## src/rtl/sbr_pkg.sv

```systemverilog
// Package: shared widths and types for the dual-protocol register port.
// Assumes an 8-bit data path and a power-of-two register count.
package sbr_pkg;

    localparam int REG_AW = 3;
    localparam int REG_DW = 8;
    localparam int NREGS  = 1 << REG_AW;
    localparam int BIT_CW = $clog2(REG_DW);

    // One register access request from a protocol engine
    typedef struct packed {
        logic              wr;
        logic              rd;
        logic [REG_AW-1:0] addr;
        logic [REG_DW-1:0] wdata;
    } reg_req_t;

    typedef enum logic [2:0] {
        I2C_IDLE,
        I2C_RX,
        I2C_ACK,
        I2C_TX,
        I2C_MACK,
        I2C_HOLD
    } i2c_state_t;

    typedef enum logic [1:0] {
        RX_DEVADDR,
        RX_POINTER,
        RX_WDATA
    } rx_kind_t;

endpackage

```

## src/rtl/sbr_sync.sv

```systemverilog
// Module: two-flop synchronizer, one chain per bit.
// Assumes inputs are asynchronous single-bit levels; no bus coherency is implied.
module sbr_sync #(
    parameter int           W       = 1,
    parameter logic [W-1:0] RST_VAL = '0
) (
    input  logic         clk,
    input  logic         rst_n,
    input  logic [W-1:0] d,
    output logic [W-1:0] q
);

    for (genvar i = 0; i < W; i++) begin : g_bit
        logic meta_q, stab_q;

        // Two-stage capture of one asynchronous input bit
        always_ff @(posedge clk) begin
            if (!rst_n) begin
                meta_q <= RST_VAL[i];
                stab_q <= RST_VAL[i];
            end else begin
                meta_q <= d[i];
                stab_q <= meta_q;
            end
        end

        assign q[i] = stab_q;
    end

endmodule

```

## src/rtl/sbr_i2c_engine.sv

```systemverilog
// Module: I2C target engine. Detects START/STOP, matches a 7-bit device
// address, loads a register pointer, issues write strobes, and serves read
// bytes with pointer auto-increment.
// Assumes synchronized SCL/SDA and a system clock many times the SCL rate.
// Read data is captured one cycle after the read strobe, with the address held.
module sbr_i2c_engine
    import sbr_pkg::*;
#(
    parameter logic [6:0] DEV_ADDR = 7'h2A
) (
    input  logic              clk,
    input  logic              rst_n,
    input  logic              en,
    input  logic              scl,
    input  logic              sda,
    input  logic [REG_DW-1:0] rdata,
    output reg_req_t          req,
    output logic              sda_oe
);

    logic              scl_q, sda_q;
    i2c_state_t        state;
    rx_kind_t          kind;
    logic [BIT_CW-1:0] bit_cnt;
    logic              byte_full, rw_q, acked, load_pend;
    logic [REG_DW-1:0] rx_sh, tx_sh;
    logic [REG_AW-1:0] ptr;

    wire scl_rise  = scl & ~scl_q;
    wire scl_fall  = ~scl & scl_q;
    wire start_det = en & scl & scl_q & sda_q & ~sda;
    wire stop_det  = en & scl & scl_q & ~sda_q & sda;

    // Protocol sequencer: bit shifting, acknowledge and strobe generation
    always_ff @(posedge clk) begin
        if (!rst_n) begin
            scl_q     <= 1'b1;
            sda_q     <= 1'b1;
            state     <= I2C_IDLE;
            kind      <= RX_DEVADDR;
            bit_cnt   <= '0;
            byte_full <= 1'b0;
            rw_q      <= 1'b0;
            acked     <= 1'b0;
            load_pend <= 1'b0;
            rx_sh     <= '0;
            tx_sh     <= '0;
            ptr       <= '0;
            req       <= '0;
            sda_oe    <= 1'b0;
        end else begin
            scl_q  <= scl;
            sda_q  <= sda;
            req.wr <= 1'b0;
            req.rd <= 1'b0;
            if (!en) begin
                state     <= I2C_IDLE;
                bit_cnt   <= '0;
                byte_full <= 1'b0;
                load_pend <= 1'b0;
                sda_oe    <= 1'b0;
            end else if (start_det) begin
                state     <= I2C_RX;
                kind      <= RX_DEVADDR;
                bit_cnt   <= '0;
                byte_full <= 1'b0;
                load_pend <= 1'b0;
                sda_oe    <= 1'b0;
            end else if (stop_det) begin
                state     <= I2C_IDLE;
                load_pend <= 1'b0;
                sda_oe    <= 1'b0;
            end else begin
                if (load_pend) begin
                    load_pend <= 1'b0;
                    tx_sh     <= rdata;
                    sda_oe    <= ~rdata[REG_DW-1];
                end
                case (state)
                    I2C_RX: begin
                        if (scl_rise) begin
                            rx_sh   <= {rx_sh[REG_DW-2:0], sda};
                            bit_cnt <= bit_cnt + 1'b1;
                            if (bit_cnt == BIT_CW'(REG_DW - 1)) byte_full <= 1'b1;
                        end else if (scl_fall && byte_full) begin
                            byte_full <= 1'b0;
                            bit_cnt   <= '0;
                            case (kind)
                                RX_DEVADDR: begin
                                    if (rx_sh[REG_DW-1:1] == DEV_ADDR) begin
                                        rw_q   <= rx_sh[0];
                                        sda_oe <= 1'b1;
                                        state  <= I2C_ACK;
                                    end else begin
                                        state  <= I2C_HOLD;
                                    end
                                end
                                RX_POINTER: begin
                                    ptr    <= rx_sh[REG_AW-1:0];
                                    sda_oe <= 1'b1;
                                    state  <= I2C_ACK;
                                end
                                default: begin
                                    req.wr    <= 1'b1;
                                    req.addr  <= ptr;
                                    req.wdata <= rx_sh;
                                    ptr       <= ptr + 1'b1;
                                    sda_oe    <= 1'b1;
                                    state     <= I2C_ACK;
                                end
                            endcase
                        end
                    end
                    I2C_ACK: begin
                        if (scl_fall) begin
                            sda_oe  <= 1'b0;
                            bit_cnt <= '0;
                            if (kind == RX_DEVADDR && rw_q) begin
                                req.rd    <= 1'b1;
                                req.addr  <= ptr;
                                ptr       <= ptr + 1'b1;
                                load_pend <= 1'b1;
                                state     <= I2C_TX;
                            end else begin
                                kind  <= (kind == RX_DEVADDR) ? RX_POINTER : RX_WDATA;
                                state <= I2C_RX;
                            end
                        end
                    end
                    I2C_TX: begin
                        if (scl_fall) begin
                            if (bit_cnt == BIT_CW'(REG_DW - 1)) begin
                                sda_oe  <= 1'b0;
                                bit_cnt <= '0;
                                state   <= I2C_MACK;
                            end else begin
                                bit_cnt <= bit_cnt + 1'b1;
                                tx_sh   <= {tx_sh[REG_DW-2:0], 1'b0};
                                sda_oe  <= ~tx_sh[REG_DW-2];
                            end
                        end
                    end
                    I2C_MACK: begin
                        if (scl_rise) begin
                            acked <= ~sda;
                        end else if (scl_fall) begin
                            if (acked) begin
                                req.rd    <= 1'b1;
                                req.addr  <= ptr;
                                ptr       <= ptr + 1'b1;
                                load_pend <= 1'b1;
                                state     <= I2C_TX;
                            end else begin
                                state <= I2C_HOLD;
                            end
                        end
                    end
                    default: ;
                endcase
            end
        end
    end

endmodule

```

## src/rtl/sbr_spi_engine.sv

```systemverilog
// Module: SPI mode-0 target engine. Receives a command byte (read flag in
// bit 7, address in the low bits), then writes or reads a run of bytes
// with address auto-increment, MSB first.
// Assumes synchronized SCL/MOSI; the enable input is the inverted chip select.
module sbr_spi_engine
    import sbr_pkg::*;
(
    input  logic              clk,
    input  logic              rst_n,
    input  logic              en,
    input  logic              scl,
    input  logic              mosi,
    input  logic [REG_DW-1:0] rdata,
    output reg_req_t          req,
    output logic              miso,
    output logic              miso_oe
);

    logic              scl_q, cmd_done, is_read, load_pend;
    logic [BIT_CW-1:0] bit_cnt;
    logic [REG_DW-1:0] rx_sh, tx_sh;
    logic [REG_AW-1:0] ptr;
    logic [REG_DW-1:0] rx_next;

    wire scl_rise = scl & ~scl_q;
    wire scl_fall = ~scl & scl_q;

    // Byte being completed on this rising edge
    always_comb rx_next = {rx_sh[REG_DW-2:0], mosi};

    // Frame sequencer: command decode, strobes and output shifting
    always_ff @(posedge clk) begin
        if (!rst_n) begin
            scl_q     <= 1'b0;
            cmd_done  <= 1'b0;
            is_read   <= 1'b0;
            load_pend <= 1'b0;
            bit_cnt   <= '0;
            rx_sh     <= '0;
            tx_sh     <= '0;
            ptr       <= '0;
            req       <= '0;
            miso_oe   <= 1'b0;
        end else begin
            scl_q  <= scl;
            req.wr <= 1'b0;
            req.rd <= 1'b0;
            if (!en) begin
                cmd_done  <= 1'b0;
                is_read   <= 1'b0;
                load_pend <= 1'b0;
                bit_cnt   <= '0;
                tx_sh     <= '0;
                miso_oe   <= 1'b0;
            end else begin
                miso_oe <= 1'b1;
                if (load_pend) begin
                    load_pend <= 1'b0;
                    tx_sh     <= rdata;
                end
                if (scl_rise) begin
                    rx_sh   <= rx_next;
                    bit_cnt <= bit_cnt + 1'b1;
                    if (bit_cnt == BIT_CW'(REG_DW - 1)) begin
                        if (!cmd_done) begin
                            cmd_done <= 1'b1;
                            is_read  <= rx_next[REG_DW-1];
                            ptr      <= rx_next[REG_AW-1:0];
                            if (rx_next[REG_DW-1]) begin
                                req.rd    <= 1'b1;
                                req.addr  <= rx_next[REG_AW-1:0];
                                ptr       <= rx_next[REG_AW-1:0] + 1'b1;
                                load_pend <= 1'b1;
                            end
                        end else if (is_read) begin
                            req.rd    <= 1'b1;
                            req.addr  <= ptr;
                            ptr       <= ptr + 1'b1;
                            load_pend <= 1'b1;
                        end else begin
                            req.wr    <= 1'b1;
                            req.addr  <= ptr;
                            req.wdata <= rx_next;
                            ptr       <= ptr + 1'b1;
                        end
                    end
                end else if (scl_fall && bit_cnt != '0) begin
                    tx_sh <= {tx_sh[REG_DW-2:0], 1'b0};
                end
            end
        end
    end

    assign miso = tx_sh[REG_DW-1];

endmodule

```

## src/rtl/dual_serial_regport.sv

```systemverilog
// Module: top of the dual-protocol register port. Synchronizes the pins,
// runs the I2C and SPI engines side by side (only the one picked by
// chip-select is enabled) and merges their requests into one strobe bus.
// Assumes the register bank decodes reg_addr_o combinationally for reads.
module dual_serial_regport
    import sbr_pkg::*;
#(
    parameter logic [6:0]       DEV_ADDR = 7'h2A,
    parameter logic [NREGS-1:0] RO_MASK  = 8'hC0
) (
    input  logic              clk,
    input  logic              rst_n,
    input  logic              scl_i,
    input  logic              sda_i,
    input  logic              cs_n_i,
    output logic              sda_oe_o,
    output logic              miso_o,
    output logic              miso_oe_o,
    output logic              reg_wr_o,
    output logic              reg_rd_o,
    output logic [REG_AW-1:0] reg_addr_o,
    output logic [REG_DW-1:0] reg_wdata_o,
    input  logic [REG_DW-1:0] reg_rdata_i
);

    logic [2:0] pins_s;
    logic       cs_s, scl_s, sda_s;
    reg_req_t   i2c_req, spi_req, act_req;

    sbr_sync #(.W(3), .RST_VAL(3'b111)) u_sync (
        .clk   (clk),
        .rst_n (rst_n),
        .d     ({cs_n_i, scl_i, sda_i}),
        .q     (pins_s)
    );

    assign {cs_s, scl_s, sda_s} = pins_s;

    sbr_i2c_engine #(.DEV_ADDR(DEV_ADDR)) u_i2c (
        .clk    (clk),
        .rst_n  (rst_n),
        .en     (cs_s),
        .scl    (scl_s),
        .sda    (sda_s),
        .rdata  (reg_rdata_i),
        .req    (i2c_req),
        .sda_oe (sda_oe_o)
    );

    sbr_spi_engine u_spi (
        .clk     (clk),
        .rst_n   (rst_n),
        .en      (~cs_s),
        .scl     (scl_s),
        .mosi    (sda_s),
        .rdata   (reg_rdata_i),
        .req     (spi_req),
        .miso    (miso_o),
        .miso_oe (miso_oe_o)
    );

    // Pick the request of the engine that chip-select enables
    always_comb act_req = cs_s ? i2c_req : spi_req;

    // Drop write strobes aimed at read-only addresses
    always_comb begin
        reg_wr_o    = act_req.wr & ~RO_MASK[act_req.addr];
        reg_rd_o    = act_req.rd;
        reg_addr_o  = act_req.addr;
        reg_wdata_o = act_req.wdata;
    end

endmodule

```

## config.mk

```make
export PLATFORM = sky130hd
export DESIGN_NAME = dual_serial_regport
export DESIGN_NICKNAME = d
export VERILOG_FILES = /design/src/rtl/sbr_pkg.sv /design/src/rtl/sbr_sync.sv /design/src/rtl/sbr_i2c_engine.sv /design/src/rtl/sbr_spi_engine.sv /design/src/rtl/dual_serial_regport.sv
export SDC_FILE = /design/constraint.sdc
export NUM_CORES = 1
export LEC_CHECK = 0
export ABC_AREA = 1
export BUFFER_PORTS_ARGS = -buffer_cell sky130_fd_sc_hd__buf_2
export CELL_PAD_IN_SITES_DETAIL_PLACEMENT = 0
export CELL_PAD_IN_SITES_GLOBAL_PLACEMENT = 1
export CORE_AREA = 2 2 71 141
export DETAILED_ROUTE_END_ITERATION = 8
export DIE_AREA = 0 0 73 143
export GPL_ROUTABILITY_DRIVEN = 0
export GPL_TIMING_DRIVEN = 0
export PLACE_DENSITY_LB_ADDON = 0.05
export SETUP_SLACK_MARGIN = 0.5
export SLEW_MARGIN = 20
export SYNTH_ARGS = -nofsm -noshare
export SYNTH_HDL_FRONTEND = slang
export SYNTH_SLANG_ARGS = --single-unit
```

## constraint.sdc

```tcl
create_clock -name clk -period 2.9 [get_ports clk]
set_clock_uncertainty 0.15 [all_clocks]
set_input_delay 0.435 -clock clk [delete_from_list [all_inputs] [get_ports clk]]
set_output_delay 0.435 -clock clk [all_outputs]
set_load 0.05 [all_outputs]
```

# Yosys cells after proc, flatten, opt, wreduce, memory -nomap -nowiden
# Memories as Yosys holds them, arrays and structs flattened.
# Cells that the tools add are included.
[word_totals] register_bits=92 rom_bits=8 word_cells=226 memories=1
[mem_list] name="(name not given)" depth=8 width=1 rd=1 rd_ports_with_merged_regs=0 wr=0 line_no="dual_serial_regport.sv:67" rtl="reg_wr_o = act_req.wr & ~RO_MASK[act_req.addr];"
[op_classes] add_sub_neg=5 order_cmp=1 n_eq_ne=30 mux=82 bitwise=31 reduce_logical=39
[ops] cell="3-bit two-way mux" n=24
[ops] cell="8-bit two-way mux" n=7
[ops] cell="11-bit two-way mux" n=3
[ops] cell="4-bit two-way mux" n=7
[ops] cell="3-bit case mux with 3 select lines" n=3
[ops] cell="1-bit two-way mux" n=25
[ops] cell="5-bit AND reduction" n=5
[ops] cell="12-bit AND reduction" n=2
[ops] cell="8-bit AND reduction" n=3
[ops] cell="4-bit by 1-bit inequality test with 1-bit output (second input constant)" n=5
[ops] cell="1-bit inverter" n=20
[ops] cell="2-bit by 1-bit inequality test with 1-bit output (second input constant)" n=9
[ops] cell="3-bit by 1-bit adder with 3-bit output (second input constant)" n=5
[ops] cell="2-bit two-way mux" n=7
[ops] cell="13-bit two-way mux" n=1
[ops] cell="3-bit case mux with 4 select lines" n=1
[ops] cell="1-bit AND" n=11
[ops] cell="2-bit inequality test (second input constant)" n=5
[ops] cell="3-bit == test (second input constant)" n=3
[ops] cell="3-bit AND reduction" n=3
[ops] cell="3-bit nonzero test" n=3
[ops] cell="4-bit inequality test (second input constant)" n=2
[ops] cell="4-bit AND reduction" n=2
[ops] cell="2-bit nonzero test" n=4
[ops] cell="20 further kinds" n=28

# Longest topological paths before layout
# Gate-level depths: netlist of the first run.
[depth] depth_word=8 depth_mapped=11 depth_no_buf=11

# Modules after synthesis
# Synthesis of the first run repeated with hierarchy kept, for this count alone.
[unflattened] cells_unflattened=690 area_unflattened_um2=4575.6
[modules_own_cells] module="sbr_i2c_engine" n_inst=1 cells_each=385 area_per_inst_um2=2501.1 seq_area_each_um2=900.9
[modules_own_cells] module="sbr_spi_engine" n_inst=1 cells_each=239 area_per_inst_um2=1699.1 seq_area_each_um2=760.7
[modules_own_cells] module="dual_serial_regport" n_inst=1 cells_each=45 area_per_inst_um2=187.7 seq_area_each_um2=0.0
[modules_own_cells] module="sbr_sync" n_inst=1 cells_each=21 area_per_inst_um2=187.7 seq_area_each_um2=120.1

# Worst setup path after synthesis of the first run
# Ideal clock, no wire load.
[synth_path] kind="reg2out" start="register u_spi.req[11] in the netlist's numbering" end="output port reg_rd_o" arrival_time_ns=1.905 path_slack_ns=0.410 path_stages_with_launch=4 n_path_buf=1 cell_sequence="dfxtp_1 -> clkbuf_1 -> clkinv_1 -> o21ai_0"
[synth_between] elab_chain_len=1
[synth_rtl] item="from (decl)" line_no="sbr_spi_engine.sv:14" rtl="output reg_req_t req,"
[synth_rtl] item="13-bit two-way mux" line_no="dual_serial_regport.sv:63" rtl="always_comb act_req = cs_s ? i2c_req : spi_req;"
[synth_rtl] item="to (decl)" line_no="dual_serial_regport.sv:20" rtl="output logic reg_rd_o,"
# Every way passes these cells.

# Final worst setup path of the first run
[layout_path] start="register u_sync.g_bit[2].stab_q" end="output port reg_wr_o"
[layout_between] elab_chain_len=5
[layout_rtl] item="from (decl)" line_no="sbr_sync.sv:14" rtl="logic meta_q, stab_q;"
[layout_rtl] item="from (signal assigned)" line_no="sbr_sync.sv:20" rtl="stab_q <= RST_VAL[i];"
[layout_rtl] item="from (signal assigned)" line_no="sbr_sync.sv:23" rtl="stab_q <= meta_q;"
[layout_rtl] item="13-bit two-way mux *" line_no="dual_serial_regport.sv:63"
[layout_rtl] item="memory 8 x 1 bit"
[layout_rtl] item="1-bit two-way mux (not written as such)" line_no="dual_serial_regport.sv:67"
[layout_rtl] item="1-bit inverter" line_no="dual_serial_regport.sv:67"
[layout_rtl] item="1-bit AND *" line_no="dual_serial_regport.sv:67"
[layout_rtl] item="to (decl)" line_no="dual_serial_regport.sv:19" rtl="output logic reg_wr_o,"
# Mark *: on every way between the ends. The rest lies on a longest branch, timed or not. The select of a mux whose other input is x is not followed.

==> impl_results.md, run 1 <==
- Worst setup path startpoint: u_sync.g_bit[2].stab_q
- Crit path kind: register to primary output
- Setup WS post-layout: between 0.6 and 0.7 ns
- Post-synth top area cell: dfxtp_1
- Seq cells post-synth: 89
- Clock buffer depth: 2
- Dpl ws: between 0.6 and 0.7 ns
- CP Cell Sequence: clkbuf_4, clkbuf_4, nand2_1, a22oi_1, buf_4
- Critical path peak fanout: 10
- Initial antenna violation count: 0
- Async S/R FF share, synth: 0%
- CP Buf/Inv Count: 3
- CTS sink cnt: 89
- CTS tree: built
- PwrDens: about 770 nW/µm²
- Synth warn: 0
- Metal-1 WL: between 4 and 5 mm
- Crit path largest cell delay: 0.38 ns
- Post-CTS Setup Inserts: 0
- Total wire length: between 10 and 15 mm
- WP data required: 2.32 ns
- DIE AREA: 10,400 µm²
- RSZ-0062 raised after global routing: false
- Slew HR: between 60 and 70%
- Antenna fix cells: 0
- Post-synth EDFFs: 0
- Synth unique cells: 38
- First-pass GRT wire length: roughly 18 mm
- Critical path arrival: around 1.7 ns
- H-tree levels: 3
- Initial Util: a little under half
- Port bufs: 28
- Fin Setup TNS: 0 ns
- TritonCTS buffer count: 9
- Synth Flop Type: dfxtp_1
- R2r setup slk: ~1 ns
- Final hold slack: roughly 0.13 ns
- Non-Filler Instances: around 760
- I/O pins: 29
- Sequential element share of the synthesized area: between 40% and 50%
- Measured slew at the worst slew-check pin: between 0.5 and 0.6 ns
- Top sig layer: met4
- Min-delay worst type: input pin to register
- Clk Latency, worst-skew pair: around 0.34 ns
- Leading cell type by number of instances after synthesis: nand2_1
- Area growth from synthesis to layout: 14.5%
- VDD IR max: ~0.00038 V
- Final setup violating endpoints: 0
- Final slew viol count: 0
- Via density: between 5 and 6
- Synthesized area: approximately 4300 µm²
- Crit path launch type: register
- Area share of the leading cell type in the synthesized netlist: around 41%
- Crit path max-delay cell type: dfxtp_2
- Syn Inst Count: about 600
- Residual DRC: 0
- TritonRoute pass-1 iters: 4
- Synth cell count leaders: 150 x nand2_1, 89 x dfxtp_1, 67 x nor2_1, 51 x inv_1, 48 x o21ai_0
- Antenna-violating nets left: 0
- Clock transition at path regs: around 0.06 ns
- Clock Tree Root: clkbuf_16
- Detailed Route Iter0 Violations: 236
- Status: finished, final reports clean
- Tcrit/Tclk final: between 70% and 80%
- HPWL after detailed placement: about 8.6 mm
- Crit path top cell by count: clkbuf_4
- Net count after synthesis: about 630
- Avg Cell Area, Syn: a little over 7 µm²
- Synth top area cells: dfxtp_1 41%, nand2_1 13%, nor2_1 5.9%
- Crit path time final: between 2 and 2.5 ns
- Vias: slightly below 4,000
- Reg2reg start: u_sync.g_bit[0].stab_q
- Met2 WL: between 5 and 6 mm
- Global Route Usage Sum: between 20% and 30%
- Met3 wire length: between 200 and 300 µm
- # Max-Cap Violations: 0
- Layout cell share with drive strength beyond 1: around 16%
- GR Overflow Total: 0
- Final Hold Fails: 0
- Final Total Pwr: between 3 and 4 mW
- Die Height: 143 µm
- CP Capture Type: primary output
- Placed Cells: approximately 740
- FMAX: 0.437 GHz
- Cell Rows: 50
- Core Area: about 9300 µm²
- Final nets: between 600 and 700
- Width of the chip: roughly 73 µm
- Vias in the first global route: around 3,800
- Drt wl/cell: between 10 and 15 µm
- Hold path startpoint: cs_n_i
- Largest net degree at the start of global routing: 16
- Static leakage: approximately 2.2 nW
- Worst path top cell family by delay: buffers and inverters
[per-stage QoR]
stage | area [µm²] | utilization [%]
detailed placement | 4570 | 49.0
CTS | 4910 | 52.7
global route | 4920 | 52.8
floorplan | 4300 | -
global placement | 4570 | 49.0
finish | 4920 | 52.8
[per-layer routing]
layer	global-route usage, %	up-vias
met5	0	-
met4	10.3	0
met3	4.30	24
met2	40.4	71
met1	25.0	1782
li1	-	2074
[path summary, 6_finish.rpt]
| path | end | depth (start not counted) |
|---|---|---|
| min | u_sync.g_bit[2].meta_q | 2 |
| max reg2reg | u_i2c.tx_sh[1] | 8 |
| max | reg_wr_o | 5 |
| min reg2reg | u_sync.g_bit[1].stab_q | 1 |
[logic make-up (layout without fill, tap and decap cells)]
kind of cell	after synthesis	count (layout)	synth area share [%]
simple gates	294	294	29.9
compound gates	133	133	17.5
fa+ha+maj	9	9	2.62
buf+inv	83	127	8.36
xor+xnor	1	1	0.204
flops	89	89	41.5
[power by group]
part	internal, mW	switching, mW
combinational	0.348	0.778
sequential	1.29	0.0777
clock	0.808	0.488
[area by class of cell]
class,instances,area (µm²)
Timing Repair Buffer,28,143
Tap cell,104,130
Clock buffer,11,253
Fill cell,927,4400
Clock inverter,5,86.3
Sequential cell,89,1780
Multi-Input combinational cell,437,2160
Buffer,21,131
Inverter,62,236
[sequential cells by signal, summed over array words and instances, names as in the netlist, 2 cells and up]
register	cells
u_i2c.tx_sh	7
u_spi.bit_cnt	3
u_spi.tx_sh	8
u_i2c.rx_sh	8
u_i2c.req	13
u_i2c.bit_cnt	3
u_i2c.kind	2
u_sync.g_bit.meta_q	3
u_sync.g_bit.stab_q	3
u_i2c.state	3
u_i2c.ptr	3
u_spi.rx_sh	7
u_spi.ptr	3
u_spi.req	13
[what timing repair did]
item,4_1_cts,5_1_grt
resized for setup,3,6
hold buffers,0,0
setup endpoints to repair,11,8
[cells in the final DEF, fill, tap and decap left out, types with 2 or more instances in the layout]
master	count
buf_2	30
nand4_1	5
a31oi_1	6
or2_2	6
bufinv_16	2
a22oi_1	3
nand3_2	3
nand3_1	33
a311oi_1	5
nor3_1	5
o21ai_1	10
a21oi_2	2
clkbuf_4	2
clkbuf_8	2
nand2_2	11
buf_6	5
ha_1	9
nor2_1	67
nor2_2	7
clkinv_4	2
o21ai_2	4
dfxtp_1	88
inv_2	9
a211oi_1	2
o211ai_1	6
clkbuf_1	10
buf_4	2
a21oi_1	45
o21ai_0	47
clkbuf_16	9
nor2_4	3
nand2_1	150
nor3_2	2
inv_1	51
Power figures use the tool's default switching activity.
==> inputs of run 2 (changes only) <==
--- a/config.mk
+++ b/config.mk
@@ -5,13 +5,13 @@
 export SDC_FILE = /design/constraint.sdc
 export NUM_CORES = 1
 export LEC_CHECK = 0
-export ABC_AREA = 1
+export ABC_AREA = 0
 export BUFFER_PORTS_ARGS = -buffer_cell sky130_fd_sc_hd__buf_2
 export CELL_PAD_IN_SITES_DETAIL_PLACEMENT = 0
 export CELL_PAD_IN_SITES_GLOBAL_PLACEMENT = 1
-export CORE_AREA = 2 2 71 141
+export CORE_AREA = 2 2 75 148
 export DETAILED_ROUTE_END_ITERATION = 8
-export DIE_AREA = 0 0 73 143
+export DIE_AREA = 0 0 77 150
 export GPL_ROUTABILITY_DRIVEN = 0
 export GPL_TIMING_DRIVEN = 0
 export PLACE_DENSITY_LB_ADDON = 0.05
==> constraint.sdc (replaced) <==
create_clock -name clk -period 1.9 [get_ports clk]
set_clock_uncertainty 0.15 [all_clocks]
set_input_delay 0.285 -clock clk [delete_from_list [all_inputs] [get_ports clk]]
set_output_delay 0.285 -clock clk [all_outputs]
set_load 0.05 [all_outputs]
==> run 2 against run 1 <==
Against the previous run:
- the run now ends with negative setup slack left
- worst setup slack lost 0.66 ns
- worst hold slack lost 0.029 ns
- synthesized cell count shrank 24%
- final cell count shrank 4.2%
- critical path type unchanged
- critical endpoint unchanged
==> impl_results.md, run 2 <==
- Final slew viol count: 0 (unchanged)
- Final nets: 606 (-9.6%)
- Area share of the leading cell type in the synthesized netlist: 41.6% (+0.18 points)
- Avg Cell Area, Syn: 9.20 µm² (+30%)
- Measured slew at the worst slew-check pin: 0.814 ns (+0.217 ns)
- Leading cell type by number of instances after synthesis: dfxtp_1
- # Max-Cap Violations: 0 (unchanged)
- Clk Latency, worst-skew pair: 0.35 ns (about the same)
- Largest regs: u_i2c.req: 13 flops, u_spi.req: 13 flops
- Int Pwr: 2.97 mW (+21%)
- CTS tree: built
- RSZ-0062 raised after global routing: true
- Sw Share: 25.0% (-10 points)
- FMAX: ~0.5 GHz
- Synthesized area: 4280 µm² (-0.44%)
- Crit path time final: 1.95 ns
- Slew HR: 45.7% (-14 points)
- Vias: 3,850 (-2.6%)
- Clock buffer depth: 2 (unchanged)
- Synth cell count leaders: 89 x dfxtp_1, 69 x nor2_1, 53 x mux2i_1, 23 x a21oi_1, 21 x nand2_1
- Static leakage: 2.74 nW (+27%)
- Sequential element share of the synthesized area: 41.6% (+0.18 points)
- Layout cell share with drive strength beyond 1: 48.5% (+32 points)
- Fillers: 922 (-0.54%)
- Final Total Pwr: 3.96 mW (+4.3%)
- Status: complete, but fails checks
- TritonCTS buffer count: 9 (unchanged)
- WP data required: 1.46 ns (-0.86 ns)
- Final setup violating endpoints: 12 (+12)
- GR Overflow Total: 0 (unchanged)
- Async S/R FF share, synth: 0% (unchanged)
- TritonRoute pass-1 iters: 7 (+3)
- Post-route design area: 6790 µm² (+38%)
- Area after DPL: 4830 µm² (+5.7%)
- Total wire length: 13.4 mm (+22%)
- Setup WS post-layout: -0.0482 ns (-0.658 ns)
- Port bufs: 28 (unchanged)
- Core Area: 10,500 µm² (+12%)
- Detailed Route Iter0 Violations: 192 (-19%)
- Synth top area cells: dfxtp_1 42%, mux2i_1 12%, nor2_1 6.1%
- Critical path peak fanout: 7 (-3)
- Antenna-violating nets left: 0 (unchanged)
- Clock Tree Root: clkbuf_16
- H-tree levels: 3 (unchanged)
- Crit path launch type: register
- Tcrit/Tclk final: 103%
- Largest net degree at the start of global routing: 16 (unchanged)
- VDD IR max: 0.000630 V (+65%)
- Gate power share: 10.3% (-19 points)
- Min-delay worst type: input pin to register
- Post-synth top area cell: dfxtp_1
- Net count after synthesis: 487 (-23%)
- Antenna fix cells: 0 (unchanged)
- Area growth from synthesis to layout: 58.7%
- Reg power frac: 47.7% (+12 points)
- Global Route Usage Sum: 23.4% (+0.77 points)
- Residual DRC: 0 (unchanged)
- Synth Flop Type: dfxtp_1
- Fin Setup TNS: -0.190 ns (-0.190 ns)
- Synth unique cells: 64 (+68%)
- Post-synth EDFFs: 0 (unchanged)
- Initial Util: 40.8% (-5.3 points)
- Via density: 5.31 (+1.7%)
- CTS sink cnt: 89 (unchanged)
- I/O pins: 29 (unchanged)
- Commonest cells after routing, fill and taps aside: 77 x dfxtp_1, 51 x buf_6, 50 x mux2i_1, 48 x nor2_1, 38 x buf_4
- P_sw: 0.991 mW (-26%)
- HPWL after detailed placement: 8.50 mm (-1.2%)
- CP Capture Type: primary output
- Commonest non-fill, non-tap cell in the layout: dfxtp_1
- Seq cells post-synth: 89 (unchanged)
- Clock transition at path regs: 0.07 ns (about the same)
- Non-Filler Instances: 725 (-4.2%)
- Vias in the first global route: 4,051 (+5.3%)
- Syn Inst Count: 465 (-24%)
- Die Height: 150 µm (+4.9%)
- DIE AREA: 11,600 µm² (+11%)
- Clk pwr share: 42.0% (+7.8 points)
- Placed Cells: 630 (-15%)
- Cell Rows: 53 (+6.0%)
- Failing checks: negative setup slack
- Width of the chip: 77 µm (+5.5%)
- Synth warn: 0 (unchanged)
- Crit path kind: register to primary output
- PwrDens: 583 nW/µm² (-24%)
- Final Hold Fails: 0 (unchanged)
- First-pass GRT wire length: 20.7 mm (+14%)
- Critical path arrival: 1.51 ns (-0.20 ns)
- Initial antenna violation count: 0 (unchanged)
- Drt wl/cell: 18.5 µm (+27%)
run 2: cell count changes after synthesis, moves of 8 or more:
cell,delta
nand3_1,-24
inv_2,-8
mux2i_1,+53
nand2_2,-11
nand2b_1,+17
nor2b_1,+10
inv_1,-42
mux2_2,+14
nand3b_1,+10
a21oi_1,-22
nand2_1,-129
o21ai_0,-30
run 2: critical path, cell delays in order, from the launching register on:
cell	delay (ns)
dfxtp_4	0.37
clkbuf_16	0.15
mux2_4	0.33
a21oi_4	0.15
buf_6	0.17
run 2: path summary, 6_finish.rpt:
path	from	to	slack (ns)	cells past startpoint
worst max-delay path	u_sync.g_bit[2].stab_q	reg_wr_o	-0.05	4
worst min-delay path	rst_n	u_spi.tx_sh[1]	0.10	3
worst max register to register	u_i2c.state[0]	u_i2c.req[10]	-0.02	7
worst min register to register	u_sync.g_bit[2].meta_q	u_sync.g_bit[2].stab_q	0.26	1
run 2: cell type report:
cell class,count,area (µm²),area share [%]
Sequential cell,89,1810,26.7
Buffer,31,354,5.22
Clock inverter,6,43.8,0.645
Tap cell,137,171,2.53
Inverter,10,40.0,0.590
Multi-Input combinational cell,336,3120,46.0
Timing Repair Buffer,107,1020,15.0
Clock buffer,9,225,3.32
run 2: cell families after synthesis:
group	Yosys count	synth area share (%)
buffers and inverters	41	4.45
and+or+nand+nor	169	20.7
muxes	67	16.1
xor gates and xnor gates	4	0.819
AOI/OAI and AO/OA	86	13.6
DFF	89	41.6
adders and majority gates	9	2.63
run 2: what timing repair did:
action,in CTS,in global routing
buffers inserted,40,29
pin swaps,32,38
cloned,6,2
hold buffers,3,0
resized for setup,181,76
setup endpoints to repair,92,93
hold endpoints to repair,3,0
run 2: through the flow:
stage	hold WS (ns)	setup slack [ns]	util, %
2_1_floorplan	0.236	0.0944	-
3_3_place_gp	0.241	-0.402	46.1
3_5_place_dp	0.246	-0.446	46.1
4_1_cts	0.0960	-0.0585	59.1
5_1_grt	0.111	-0.0897	64.8
6_report	0.103	-0.0482	64.8
run 2: per-layer routing:
| metal | part of all wire (%) | vias up | GRT usage [%] | routed length (µm) |
|---|---|---|---|---|
| met5 | 0 | - | 0 | 0 |
| met4 | 2.5 | 0 | 11.1 | 336 |
| met3 | 2.4 | 24 | 3.08 | 329 |
| met2 | 58 | 68 | 46.8 | 7780 |
| met1 | 37 | 1870 | 23.1 | 4980 |
| li1 | - | 1888 | - | - |
run 2: power groups by stage:
stage,Combinational [mW],Clock [mW],Sequential (mW)
2_1_floorplan,0.151,0,1.93
3_3_place_gp,0.221,0,1.94
3_5_place_dp,0.223,0,1.94
4_1_cts,0.329,1.70,1.89
5_1_grt,0.429,1.78,1.89
6_report,0.406,1.66,1.89
